===== config.mk =====
export PLATFORM = sky130hd
export DESIGN_NAME = cascade_pic_ack
export DESIGN_NICKNAME = d
export VERILOG_FILES = /design/src/rtl/pic_pkg.sv /design/src/rtl/pic_prio.sv /design/src/rtl/pic_chip.sv /design/src/rtl/pic_ack_seq.sv /design/src/rtl/cascade_pic_ack.sv
export SDC_FILE = /design/constraint.sdc
export NUM_CORES = 1
export LEC_CHECK = 0
export BUFFER_PORTS_ARGS = -buffer_cell sky130_fd_sc_hd__buf_2
export CAP_MARGIN = 30
export CORE_AREA = 5 5 84 86
export DETAILED_ROUTE_END_ITERATION = 8
export DIE_AREA = 0 0 89 91
export HOLD_SLACK_MARGIN = 0.06
export PLACE_DENSITY = 0.81
export SLEW_MARGIN = 10
export SYNTH_ARGS = -nofsm -noshare
export SYNTH_HDL_FRONTEND = slang
export SYNTH_SLANG_ARGS = --single-unit

===== constraint.sdc =====
create_clock -name clk -period 3.44 [get_ports clk]
set_input_delay 0 -clock clk [delete_from_list [all_inputs] [get_ports clk]]
set_output_delay 0 -clock clk [all_outputs]
set_load 0.1 [all_outputs]

===== src/rtl/pic_pkg.sv =====
// Shared constants for the cascaded interrupt sequencer.
// Assumes exactly two controllers: index 0 is the master, index 1 the slave.
package pic_pkg;
    localparam int N_CHIPS  = 2;
    localparam int CHIP_MST = 0;
    localparam int CHIP_SLV = 1;
endpackage


===== src/rtl/pic_prio.sv =====
// Fixed-priority resolver for one controller.
// Picks the lowest-numbered pending input and reports it as a winner only
// when it is numbered below every in-service input. Purely combinational.
module pic_prio #(
    parameter int N_IN = 8,
    localparam int IDX_W = $clog2(N_IN)
) (
    input  logic [N_IN-1:0]  pend,
    input  logic [N_IN-1:0]  insvc,
    output logic             win_valid,
    output logic [IDX_W-1:0] win_idx
);
    logic             p_found;
    logic             s_found;
    logic [IDX_W-1:0] p_idx;
    logic [IDX_W-1:0] s_idx;

    // lowest set bit of the pending and of the in-service vector
    always_comb begin
        p_found = 1'b0;
        s_found = 1'b0;
        p_idx   = '0;
        s_idx   = '0;
        for (int i = N_IN - 1; i >= 0; i--) begin
            if (pend[i]) begin
                p_found = 1'b1;
                p_idx   = IDX_W'(i);
            end
            if (insvc[i]) begin
                s_found = 1'b1;
                s_idx   = IDX_W'(i);
            end
        end
    end

    // a request wins only if it outranks the highest in-service input
    always_comb begin
        win_valid = p_found && (!s_found || (p_idx < s_idx));
        win_idx   = p_idx;
    end
endmodule


===== src/rtl/pic_chip.sv =====
// State of one eight-input controller: edge history, request register and
// in-service register, plus its priority resolver.
// Assumes set and clear vectors come from the sequencer; a new edge or a
// cascade set wins over a clear of the same request bit in one cycle.
module pic_chip #(
    parameter int N_IN = 8,
    localparam int IDX_W = $clog2(N_IN)
) (
    input  logic             clk,
    input  logic             rst_n,
    input  logic [N_IN-1:0]  line_in,
    input  logic [N_IN-1:0]  mask,
    input  logic [N_IN-1:0]  casc_set,
    input  logic [N_IN-1:0]  clr_irr,
    input  logic [N_IN-1:0]  set_isr,
    input  logic [N_IN-1:0]  clr_isr,
    output logic [N_IN-1:0]  irr,
    output logic [N_IN-1:0]  isr,
    output logic             win_valid,
    output logic [IDX_W-1:0] win_idx
);
    logic [N_IN-1:0] last_q;
    logic [N_IN-1:0] irr_q;
    logic [N_IN-1:0] isr_q;

    // capture rising edges and apply sequencer updates
    always_ff @(posedge clk) begin
        if (!rst_n) begin
            last_q <= '0;
            irr_q  <= '0;
            isr_q  <= '0;
        end else begin
            last_q <= line_in;
            irr_q  <= (irr_q & ~clr_irr) | (line_in & ~last_q) | casc_set;
            isr_q  <= (isr_q & ~clr_isr) | set_isr;
        end
    end

    assign irr = irr_q;
    assign isr = isr_q;

    pic_prio #(.N_IN(N_IN)) u_prio (
        .pend      (irr_q & ~mask),
        .insvc     (isr_q),
        .win_valid (win_valid),
        .win_idx   (win_idx)
    );
endmodule


===== src/rtl/pic_ack_seq.sv =====
// Acknowledge and poll sequencer for a master/slave controller pair.
// Decodes the strobes against both winners into per-controller set/clear
// vectors, drives the cascade request into master input CASC_IN, and
// registers the vector, line and poll results. Assumes single-cycle strobes.
module pic_ack_seq
    import pic_pkg::*;
#(
    parameter int N_IN    = 8,
    parameter int VEC_W   = 8,
    parameter int CASC_IN = 2,
    parameter int SPUR_IN = 7,
    localparam int IDX_W  = $clog2(N_IN),
    localparam int LINE_W = IDX_W + 1,
    localparam int BASE_W = VEC_W - IDX_W
) (
    input  logic                           clk,
    input  logic                           rst_n,
    input  logic                           ack_stb,
    input  logic                           poll_stb,
    input  logic                           eoi_stb,
    input  logic [LINE_W-1:0]              eoi_line,
    input  logic                           stat_sel_irr,
    input  logic                           auto_eoi,
    input  logic [BASE_W-1:0]              mst_base,
    input  logic [BASE_W-1:0]              slv_base,
    input  logic                           m_valid,
    input  logic [IDX_W-1:0]               m_idx,
    input  logic                           s_valid,
    input  logic [IDX_W-1:0]               s_idx,
    output logic [N_CHIPS-1:0][N_IN-1:0]   casc_set,
    output logic [N_CHIPS-1:0][N_IN-1:0]   clr_irr,
    output logic [N_CHIPS-1:0][N_IN-1:0]   set_isr,
    output logic [N_CHIPS-1:0][N_IN-1:0]   clr_isr,
    output logic [VEC_W-1:0]               ack_vector,
    output logic [LINE_W-1:0]              ack_line,
    output logic [LINE_W-1:0]              poll_line,
    output logic                           rd_isr
);
    localparam logic [IDX_W-1:0] CASC = IDX_W'(CASC_IN);
    localparam logic [IDX_W-1:0] SPUR = IDX_W'(SPUR_IN);

    logic              poll_go;
    logic              via_slave;
    logic [IDX_W-1:0]  slv_pick;
    logic [LINE_W-1:0] res_line;
    logic [VEC_W-1:0]  res_vec;

    // an acknowledge in the same cycle shadows a poll read
    assign poll_go   = poll_stb & ~ack_stb;
    assign via_slave = m_valid && (m_idx == CASC);
    assign slv_pick  = s_valid ? s_idx : SPUR;

    // result of the two-level lookup, shared by acknowledge and poll
    always_comb begin
        if (!m_valid) begin
            res_line = {1'b0, SPUR};
            res_vec  = {mst_base, SPUR};
        end else if (via_slave) begin
            res_line = {1'b1, slv_pick};
            res_vec  = {slv_base, slv_pick};
        end else begin
            res_line = {1'b0, m_idx};
            res_vec  = {mst_base, m_idx};
        end
    end

    // set/clear vectors for both controllers
    always_comb begin
        casc_set = '0;
        clr_irr  = '0;
        set_isr  = '0;
        clr_isr  = '0;
        if (s_valid && !ack_stb && !poll_stb) begin
            casc_set[CHIP_MST][CASC] = 1'b1;
        end
        if (eoi_stb) begin
            clr_isr[eoi_line[IDX_W]][eoi_line[IDX_W-1:0]] = 1'b1;
        end
        if (ack_stb && m_valid) begin
            clr_irr[CHIP_MST][m_idx] = 1'b1;
            if (!auto_eoi) begin
                set_isr[CHIP_MST][m_idx] = 1'b1;
            end
            if (via_slave && s_valid) begin
                clr_irr[CHIP_SLV][s_idx] = 1'b1;
                if (!auto_eoi) begin
                    set_isr[CHIP_SLV][s_idx] = 1'b1;
                end
            end
        end
        if (poll_go && m_valid) begin
            clr_irr[CHIP_MST][m_idx] = 1'b1;
            clr_isr[CHIP_MST][m_idx] = 1'b1;
            if (via_slave && s_valid) begin
                clr_irr[CHIP_SLV][s_idx] = 1'b1;
                clr_isr[CHIP_SLV][s_idx] = 1'b1;
                clr_irr[CHIP_MST][CASC]  = 1'b1;
                clr_isr[CHIP_MST][CASC]  = 1'b1;
            end
        end
    end

    // hold acknowledge and poll results until the next strobe of each kind
    always_ff @(posedge clk) begin
        if (!rst_n) begin
            ack_vector <= '0;
            ack_line   <= '0;
            poll_line  <= '0;
        end else begin
            if (ack_stb) begin
                ack_vector <= res_vec;
                ack_line   <= res_line;
            end
            if (poll_go) begin
                poll_line <= res_line;
            end
        end
    end

    // master status view: in-service after a poll, requests on demand
    always_ff @(posedge clk) begin
        if (!rst_n) begin
            rd_isr <= 1'b0;
        end else if (poll_go) begin
            rd_isr <= 1'b1;
        end else if (stat_sel_irr) begin
            rd_isr <= 1'b0;
        end
    end
endmodule


===== src/rtl/cascade_pic_ack.sv =====
// Top of the cascaded interrupt acknowledge sequencer.
// Splits the sixteen lines over two controller instances, withholds the
// cascade input from the external lines, and connects the sequencer.
// Assumes mask and vector bases are held stable by the surrounding logic.
module cascade_pic_ack
    import pic_pkg::*;
#(
    parameter int N_IN    = 8,
    parameter int VEC_W   = 8,
    parameter int CASC_IN = 2,
    parameter int SPUR_IN = 7,
    localparam int IDX_W  = $clog2(N_IN),
    localparam int LINE_W = IDX_W + 1,
    localparam int BASE_W = VEC_W - IDX_W,
    localparam int LINES  = N_CHIPS * N_IN
) (
    input  logic              clk,
    input  logic              rst_n,
    input  logic [LINES-1:0]  irq_lines,
    input  logic [LINES-1:0]  irq_mask,
    input  logic [BASE_W-1:0] mst_base,
    input  logic [BASE_W-1:0] slv_base,
    input  logic              auto_eoi,
    input  logic              ack_stb,
    input  logic              poll_stb,
    input  logic              eoi_stb,
    input  logic [LINE_W-1:0] eoi_line,
    input  logic              stat_sel_irr,
    output logic              int_out,
    output logic [VEC_W-1:0]  ack_vector,
    output logic [LINE_W-1:0] ack_line,
    output logic [LINE_W-1:0] poll_line,
    output logic [N_IN-1:0]   stat_data
);
    localparam logic [N_IN-1:0] CASC_BIT = N_IN'(1) << CASC_IN;

    logic [N_CHIPS-1:0][N_IN-1:0]  casc_set;
    logic [N_CHIPS-1:0][N_IN-1:0]  clr_irr;
    logic [N_CHIPS-1:0][N_IN-1:0]  set_isr;
    logic [N_CHIPS-1:0][N_IN-1:0]  clr_isr;
    logic [N_CHIPS-1:0][N_IN-1:0]  chip_irr;
    logic [N_CHIPS-1:0][N_IN-1:0]  chip_isr;
    logic [N_CHIPS-1:0]            chip_valid;
    logic [N_CHIPS-1:0][IDX_W-1:0] chip_idx;
    logic                          rd_isr;

    logic             m_valid;
    logic [IDX_W-1:0] m_idx;
    logic             s_valid;
    logic [IDX_W-1:0] s_idx;
    logic [N_IN-1:0]  m_irr;
    logic [N_IN-1:0]  m_isr;

    // one controller per chip index; the master never sees line CASC_IN
    for (genvar c = 0; c < N_CHIPS; c++) begin : g_chip
        localparam logic [N_IN-1:0] EXT_KEEP = (c == CHIP_MST) ? ~CASC_BIT : '1;
        pic_chip #(.N_IN(N_IN)) u_chip (
            .clk       (clk),
            .rst_n     (rst_n),
            .line_in   (irq_lines[c*N_IN +: N_IN] & EXT_KEEP),
            .mask      (irq_mask[c*N_IN +: N_IN]),
            .casc_set  (casc_set[c]),
            .clr_irr   (clr_irr[c]),
            .set_isr   (set_isr[c]),
            .clr_isr   (clr_isr[c]),
            .irr       (chip_irr[c]),
            .isr       (chip_isr[c]),
            .win_valid (chip_valid[c]),
            .win_idx   (chip_idx[c])
        );
    end

    assign m_valid = chip_valid[CHIP_MST];
    assign m_idx   = chip_idx[CHIP_MST];
    assign s_valid = chip_valid[CHIP_SLV];
    assign s_idx   = chip_idx[CHIP_SLV];
    assign m_irr   = chip_irr[CHIP_MST];
    assign m_isr   = chip_isr[CHIP_MST];

    pic_ack_seq #(
        .N_IN    (N_IN),
        .VEC_W   (VEC_W),
        .CASC_IN (CASC_IN),
        .SPUR_IN (SPUR_IN)
    ) u_seq (
        .clk          (clk),
        .rst_n        (rst_n),
        .ack_stb      (ack_stb),
        .poll_stb     (poll_stb),
        .eoi_stb      (eoi_stb),
        .eoi_line     (eoi_line),
        .stat_sel_irr (stat_sel_irr),
        .auto_eoi     (auto_eoi),
        .mst_base     (mst_base),
        .slv_base     (slv_base),
        .m_valid      (m_valid),
        .m_idx        (m_idx),
        .s_valid      (s_valid),
        .s_idx        (s_idx),
        .casc_set     (casc_set),
        .clr_irr      (clr_irr),
        .set_isr      (set_isr),
        .clr_isr      (clr_isr),
        .ack_vector   (ack_vector),
        .ack_line     (ack_line),
        .poll_line    (poll_line),
        .rd_isr       (rd_isr)
    );

    // processor request and master status view
    assign int_out   = m_valid;
    assign stat_data = rd_isr ? m_isr : m_irr;
endmodule


* Yosys cells after proc, flatten, opt, wreduce, memory -nomap -nowiden
Index checks and enable logic that the tools add are counted.
** Operators by class
- Reductions and logical operators :: 19
- Bitwise logic cells :: 27
- Equality and inequality tests :: 1
- $lt $le $gt $ge :: 10
- Muxes and demuxes :: 94
** Operator list (number)
- two-way mux 3 bit :: 33
- two-way mux 16 bit :: 5
- two-way mux 8 bit :: 10
- bitwise AND 8 bit :: 8
- NOT 8 bit :: 8
- bitwise OR 8 bit :: 8
- two-way mux 1 bit :: 40
- logical AND 1 bit :: 12
- less-than comparator 3 x 4 -> 1 bit (second input constant) :: 3
- demux 1 bit (select 3 bit) :: 3
- greater-or-equal comparator 3 x 1 -> 1 bit (second input constant) :: 3
- demux 8 bit (select 1 bit) :: 1
- two-way mux 4 bit :: 2
- bitwise OR 8 x 3 -> 8 bit :: 1
- less-than comparator 3 bit :: 2
- zero test 1 bit :: 4
- equality test 3 x 2 -> 1 bit (second input constant) :: 1
- logical OR 1 bit :: 2
- less-than comparator 1 x 2 -> 1 bit (second input constant) :: 1
- nonzero test 2 bit :: 1
- bitwise AND 1 bit :: 1
- greater-or-equal comparator 1 bit (second input constant) :: 1
- NOT 1 bit :: 1
** Storage, ports and cells
- Output and inout port bits :: 25
- Flip-flop bits (word level) :: 65
- Word-level logic and storage cells :: 162
- Input bits :: 53

* Depth between registers and ports, before layout
- Depth after elaboration :: 24
- Mapped depth :: 12

* Cells and area by module
From an unflattened synthesis, not the netlist that was laid out.
** Unflattened totals
- Cell total of the unflattened synthesis :: 421
- Area, all modules :: 3606.0 µm²
** Modules (own cells, without submodules)
- pic_chip :: area each 888.4 µm², cells an instance 82, sequential area each 480.5 µm², instances 2
- pic_ack_seq :: area each 1258.7 µm², cells an instance 181, sequential area each 280.3 µm², instances 1
- pic_prio :: area each 217.7 µm², cells an instance 33, sequential area each 0.0 µm², instances 2
- cascade_pic_ack :: area each 135.1 µm², cells an instance 10, sequential area each 0.0 µm², instances 1

* Worst setup path before layout
Ideal clock, no wire load.
- Path type :: register to output
- Start point :: register g_chip[0].u_chip.isr_q[3]
- End point :: output port int_out
- Path slack :: 0.955 ns
- Data required time :: 3.440 ns
- Stages on the path, launching flop included :: 10
- Path buffers :: 1
- Data arrival time :: 2.485 ns
- Path through :: dfxtp_1 -> nor4_2 -> o41ai_1 -> ha_1 -> and3_1 -> o211a_1 -> nor3_2 -> nand2_1 -> clkbuf_1 -> inv_1
** Between the ends
- Longest elaborated chain between the ends :: 7
- Elaborated cells between the ends (all ways) :: 12
** RTL lines
- start: declaration :: RTL line pic_chip.sv:24 : logic [N_IN-1:0] isr_q;
- start signal: assignment :: RTL line pic_chip.sv:35 : isr_q <= (isr_q & ~clr_isr) | set_isr;
- two-way mux 3 bit or two-way mux 1 bit (tied branches) (4 in a row) :: RTL line pic_prio.sv:29 : if (insvc[i]) begin
- less-than comparator 3 bit or zero test 1 bit (tied branches) :: RTL line pic_prio.sv:38 : win_valid = p_found && (!s_found || (p_idx < s_idx));
- logical OR 1 bit * :: RTL line pic_prio.sv:38
- logical AND 1 bit * :: RTL line pic_prio.sv:38
- end: declaration :: RTL line cascade_pic_ack.sv:29 : output logic int_out,
Mark *: on every way between the ends. The rest lies on a longest branch, timed or not.

* Worst setup path in the final report
- Start point :: input port irq_mask[0]
- End point :: register u_seq.ack_vector[5]
** Between the ends
- Longest elaborated chain between the ends :: 9
- Elaborated cells between the ends (all ways) :: 11
** RTL lines
- start: declaration :: RTL line cascade_pic_ack.sv:20 : input logic [LINES-1:0] irq_mask,
- NOT 8 bit * :: RTL line pic_chip.sv:43 : .pend (irr_q & ~mask),
- bitwise AND 8 bit * :: RTL line pic_chip.sv:43
- two-way mux 3 bit :: RTL line pic_prio.sv:25 : if (pend[i]) begin
- less-than comparator 3 bit :: RTL line pic_prio.sv:38
- logical OR 1 bit :: RTL line pic_prio.sv:38
- logical AND 1 bit :: RTL line pic_prio.sv:38
- logical AND 1 bit :: RTL line pic_ack_seq.sv:50 : assign via_slave = m_valid && (m_idx == CASC);
- two-way mux 8 bit :: RTL line pic_ack_seq.sv:58 : end else if (via_slave) begin
- two-way mux 8 bit * :: RTL line pic_ack_seq.sv:55 : if (!m_valid) begin
- end signal: assignment :: RTL line pic_ack_seq.sv:111 : ack_vector <= res_vec;
- end: declaration :: RTL line pic_ack_seq.sv:34 : output logic [VEC_W-1:0] ack_vector,
Marked as above.
A chain may end at the register's enable or synchronous reset.

==> results list <==
- The die is 91 um tall.
- Worst-margin pin slew: 0.7708 ns
- For this block, the initial DRC count from the detailed router was 214.
- Wires add up to 9405 um.
- Summed over all failing endpoints, the final setup total negative slack is 0 ns.
* Remaining global-route overflow: 0
* Final worst path period need: 3.071 ns
- Setup CP Type: in2reg
- TritonCTS built the clock tree.
* Achievable frequency: 325.7 MHz
- The worst setup path is captured at a flop.
- Total clock buffers created by CTS: 9
* Share of total power in the clock network: 31.3%
* Leakage: 1.774 nW
- The synthesized netlist contains 52 unique library cells.
* Unrepaired setup endpoints after global routing: false
- Post-CTS timing repair inserted 0 buffers for setup.
- The H-tree was split into 3 levels.
* Async SR Flop Fraction: 0%
- Dividing the detail-routed wire length by the instance count gives 16.10 um.
- STA puts the critical path data required time at 3.65 ns.
- Worst hold path class: in2reg
- For this run, the slowest stage of the critical path takes 0.56 ns.
- Critical Path Slowest Stage Cell: dlygate4sd3_1
- The share of total power dissipated in sequential elements is 38.6%.
- Total routing usage reported by global routing: 24.15%
* Buffer type at the clock tree root: clkbuf_8
- In this run the tightest slew margin relative to its limit is 48.42%.
* Effective utilization at floorplan: 52.27%
- Among all flip-flop cells after synthesis, the most frequent one is dfxtp_1.
- First-pass GRT wire length: 15,770 um
- Crit-path max FO: 13
- Walking the worst path, the cells encountered are dlygate4sd3_1 > buf_2 > nand2b_1 > nand4_1 > nor2b_1 > ha_1 > and3_1 > o211a_1 > nor3_2 > nand2_2 > mux2i_1 > dlygate4sd3_1 > a21oi_1.
- Internal power comes to 0.001282 W.
* Growth of design area from synthesis to finish: 28.09%
- At the end of routability-driven placement, the weighted congestion stood at 0.9076.
* Total count of max-transition violations in the final report: 0
- DRC violations left: 0
- Sequential share of the synthesized area: 37.65%
- The number of global-route vias before repair is 3,506.
* Yosys warnings: 0
- Row cnt: 29
* Critical Path AT: 3.28 ns
- DP Wirelength: 6338 um
- Net switching is 36.35% of the power.
- Clock transition at the registers of the reported paths: 0.07 ns
- The number of failing hold endpoints at the final stage is 0.
* Largest net degree at the start of global routing: 64
- At the later pin of the worst-skew pair, clock insertion delay measures 0.34 ns.
- The run finished with clean final reports.
* Detailed-router iteration count before antenna repair: 5
- In this run the cell area of the synthesized design comes to 3243 um^2.
* Ratio of routed vias to standard cells: 5.875
- In this run, the combinational gates consume 30.0% of the power.
- The die is 89 um wide.
- The initial antenna violation count was 0.
- Clock tree buffer depth: 2
* Final worst clock skew: 0.006269 ns
- Of the cells placed in the final design, the portion with a size suffix greater than 1 is 20.91%.
- For this design the total switching power over the nets is 0.0007319 W.
- Counting flops with a built-in enable in the synthesized netlist gives 0.
- Synthesized area per cell: 8.067 um^2
- Counting every net in the synthesized netlist gives 458.
- The count of nets left with antenna violations once routing finished came out at 0.
- Number of nets in the layout: 561
* Sinks on the clock net: 61
- Hold timing on the final database bottoms out at a slack of 0.08294 ns.
- Die outline area: 8099 um^2
* Diodes inserted: 0
- Flop and latch count out of synthesis: 61
* VDD IR-drop max: 456.7 uV
* Instance count of the mapped netlist: 402
* Most used cell along the critical path: dlygate4sd3_1
- Final Setup Violations: 0
- Dividing total power by cell area gives a power density of 484.8 nW/um^2.
- 78 I/O pins were placed.
* Type of element launching the critical path: input pin
- Vias after detailed routing: 3,431
* Share of the clock period used by the worst path after layout: 89.26%
* Number of max-cap violations: 0
* PortBufs: 76
- After floorplanning, the core was sized to cover 6205 um^2.
-- placed cells by master (no fill, tap or decap), types with 6 or more instances in the layout --
master,instances
nor2b_1,21
o21ai_0,31
mux2_2,8
nor2_1,30
nor3_1,17
and2_1,11
a21oi_1,23
nand3_1,17
o211ai_1,6
nand2_1,35
clkbuf_8,11
o21ai_1,8
inv_1,13
nand2b_1,24
o22ai_1,12
dlygate4sd3_1,31
dfxtp_1,61
buf_2,76
-- power by group through the flow --
stage          clock network [W]  registers, W  logic, W
5_1_grt                 0.000662      0.000783  0.000647
6_report                0.000630      0.000778  0.000605
3_3_place_gp                   0      0.000790  0.000555
2_1_floorplan                  0      0.000870  0.000369
3_5_place_dp                   0      0.000792  0.000564
4_1_cts                 0.000629      0.000777  0.000597
-- through the flow --
stage	util, %	area (um^2)	cells	setup slack, ns	total power (W)
after floorplan	-	3243	402	0.9551	0.001239
after global placement	58.90	3655	540	0.6661	0.001346
after detailed placement	58.90	3655	540	0.5731	0.001356
after CTS	66.91	4151	584	0.2642	0.002004
after global routing	66.95	4154	584	0.1649	0.002093
final	66.95	4154	584	0.3695	0.002014
-- cells by family (layout without fill, tap and decap cells) --
logic type,count (synthesis),count (layout),share of synthesized area [%]
adders and majority gates,3,3,1.158
AOI/OAI and AO/OA,115,115,23.03
DFF,61,61,37.65
and+or+nand+nor,181,181,30.09
buffers and inverters,29,134,3.742
muxes,13,13,4.321
-- what timing repair did --
item	in CTS	in global routing
hold endpoints to repair	33	0
resized for setup	0	1
hold buffers	31	0
endpoints found under the setup margin	0	1
-- sequential cells by signal, indices dropped and copies added (netlist names) --
signal	cells
u_seq.ack_vector	5
g_chip.u_chip.isr	16
u_seq.ack_line	4
u_seq.poll_line	4
u_seq.rd_isr	1
g_chip.u_chip.irr	16
g_chip.u_chip.last_q	15
-- metal layers --
metal / up-vias / GRT usage [%] / share of wire (%)
li1: 1661 / - / -
met1: 1599 / 29.88 / 42
met2: 146 / 39.79 / 48
met3: 25 / 7.602 / 8.1
met4: 0 / 7.444 / 2.2
met5: - / 0 / 0
-- cells in the mapped netlist (all sizes together), types with 4 or more instances --
cell / instances / share of area, %
inv: 13 / 1.5
nor2: 30 / 3.5
mux2: 8 / 2.8
a21oi: 23 / 3.5
buf: 5 / 0.96
o211ai: 6 / 1.4
o2111ai: 5 / 1.4
nand4: 5 / 1.4
nor4: 4 / 0.96
o22ai: 12 / 2.3
nand3: 17 / 2.6
nand2: 36 / 4.2
o311ai: 7 / 1.9
and2: 11 / 2.1
nor3: 19 / 3.2
nor2b: 21 / 4.1
dfxtp: 61 / 38
nand2b: 24 / 4.6
mux2i: 5 / 1.5
a21boi: 4 / 0.93
clkbuf: 11 / 1.3
o21ai: 39 / 6.0
-- critical path, delay by kind of cell --
kind,cells,cell delay [ns]
AOI/OAI and AO/OA,2,0.25
muxes,1,0.24
buffers and inverters,3,1.25
adders and majority gates,1,0.25
and+or+nand+nor,6,1.30
-- area by class of cell --
type                            count  area, um^2
Tap cell                           77       96.34
Clock inverter                      2       35.03
Inverter                           13       48.80
Fill cell                         503        2051
Sequential cell                    61        1221
Multi-Input combinational cell    312        1903
Clock buffer                       11       151.4
Timing Repair Buffer              108       698.2
-- path summary, 6_finish.rpt --
check                                                start                      end  slack, ns  cells after the start
worst max register to register     g_chip[0].u_chip.isr[3]      u_seq.ack_vector[5]       0.41                     10
worst min register to register  g_chip[1].u_chip.last_q[4]  g_chip[1].u_chip.irr[4]       0.41                      1
worst max-delay path                           irq_mask[0]      u_seq.ack_vector[5]       0.37                     13
worst min-delay path                           eoi_line[3]  g_chip[1].u_chip.isr[6]       0.08                      4
Note: power is estimated with default switching activity, not from simulation.
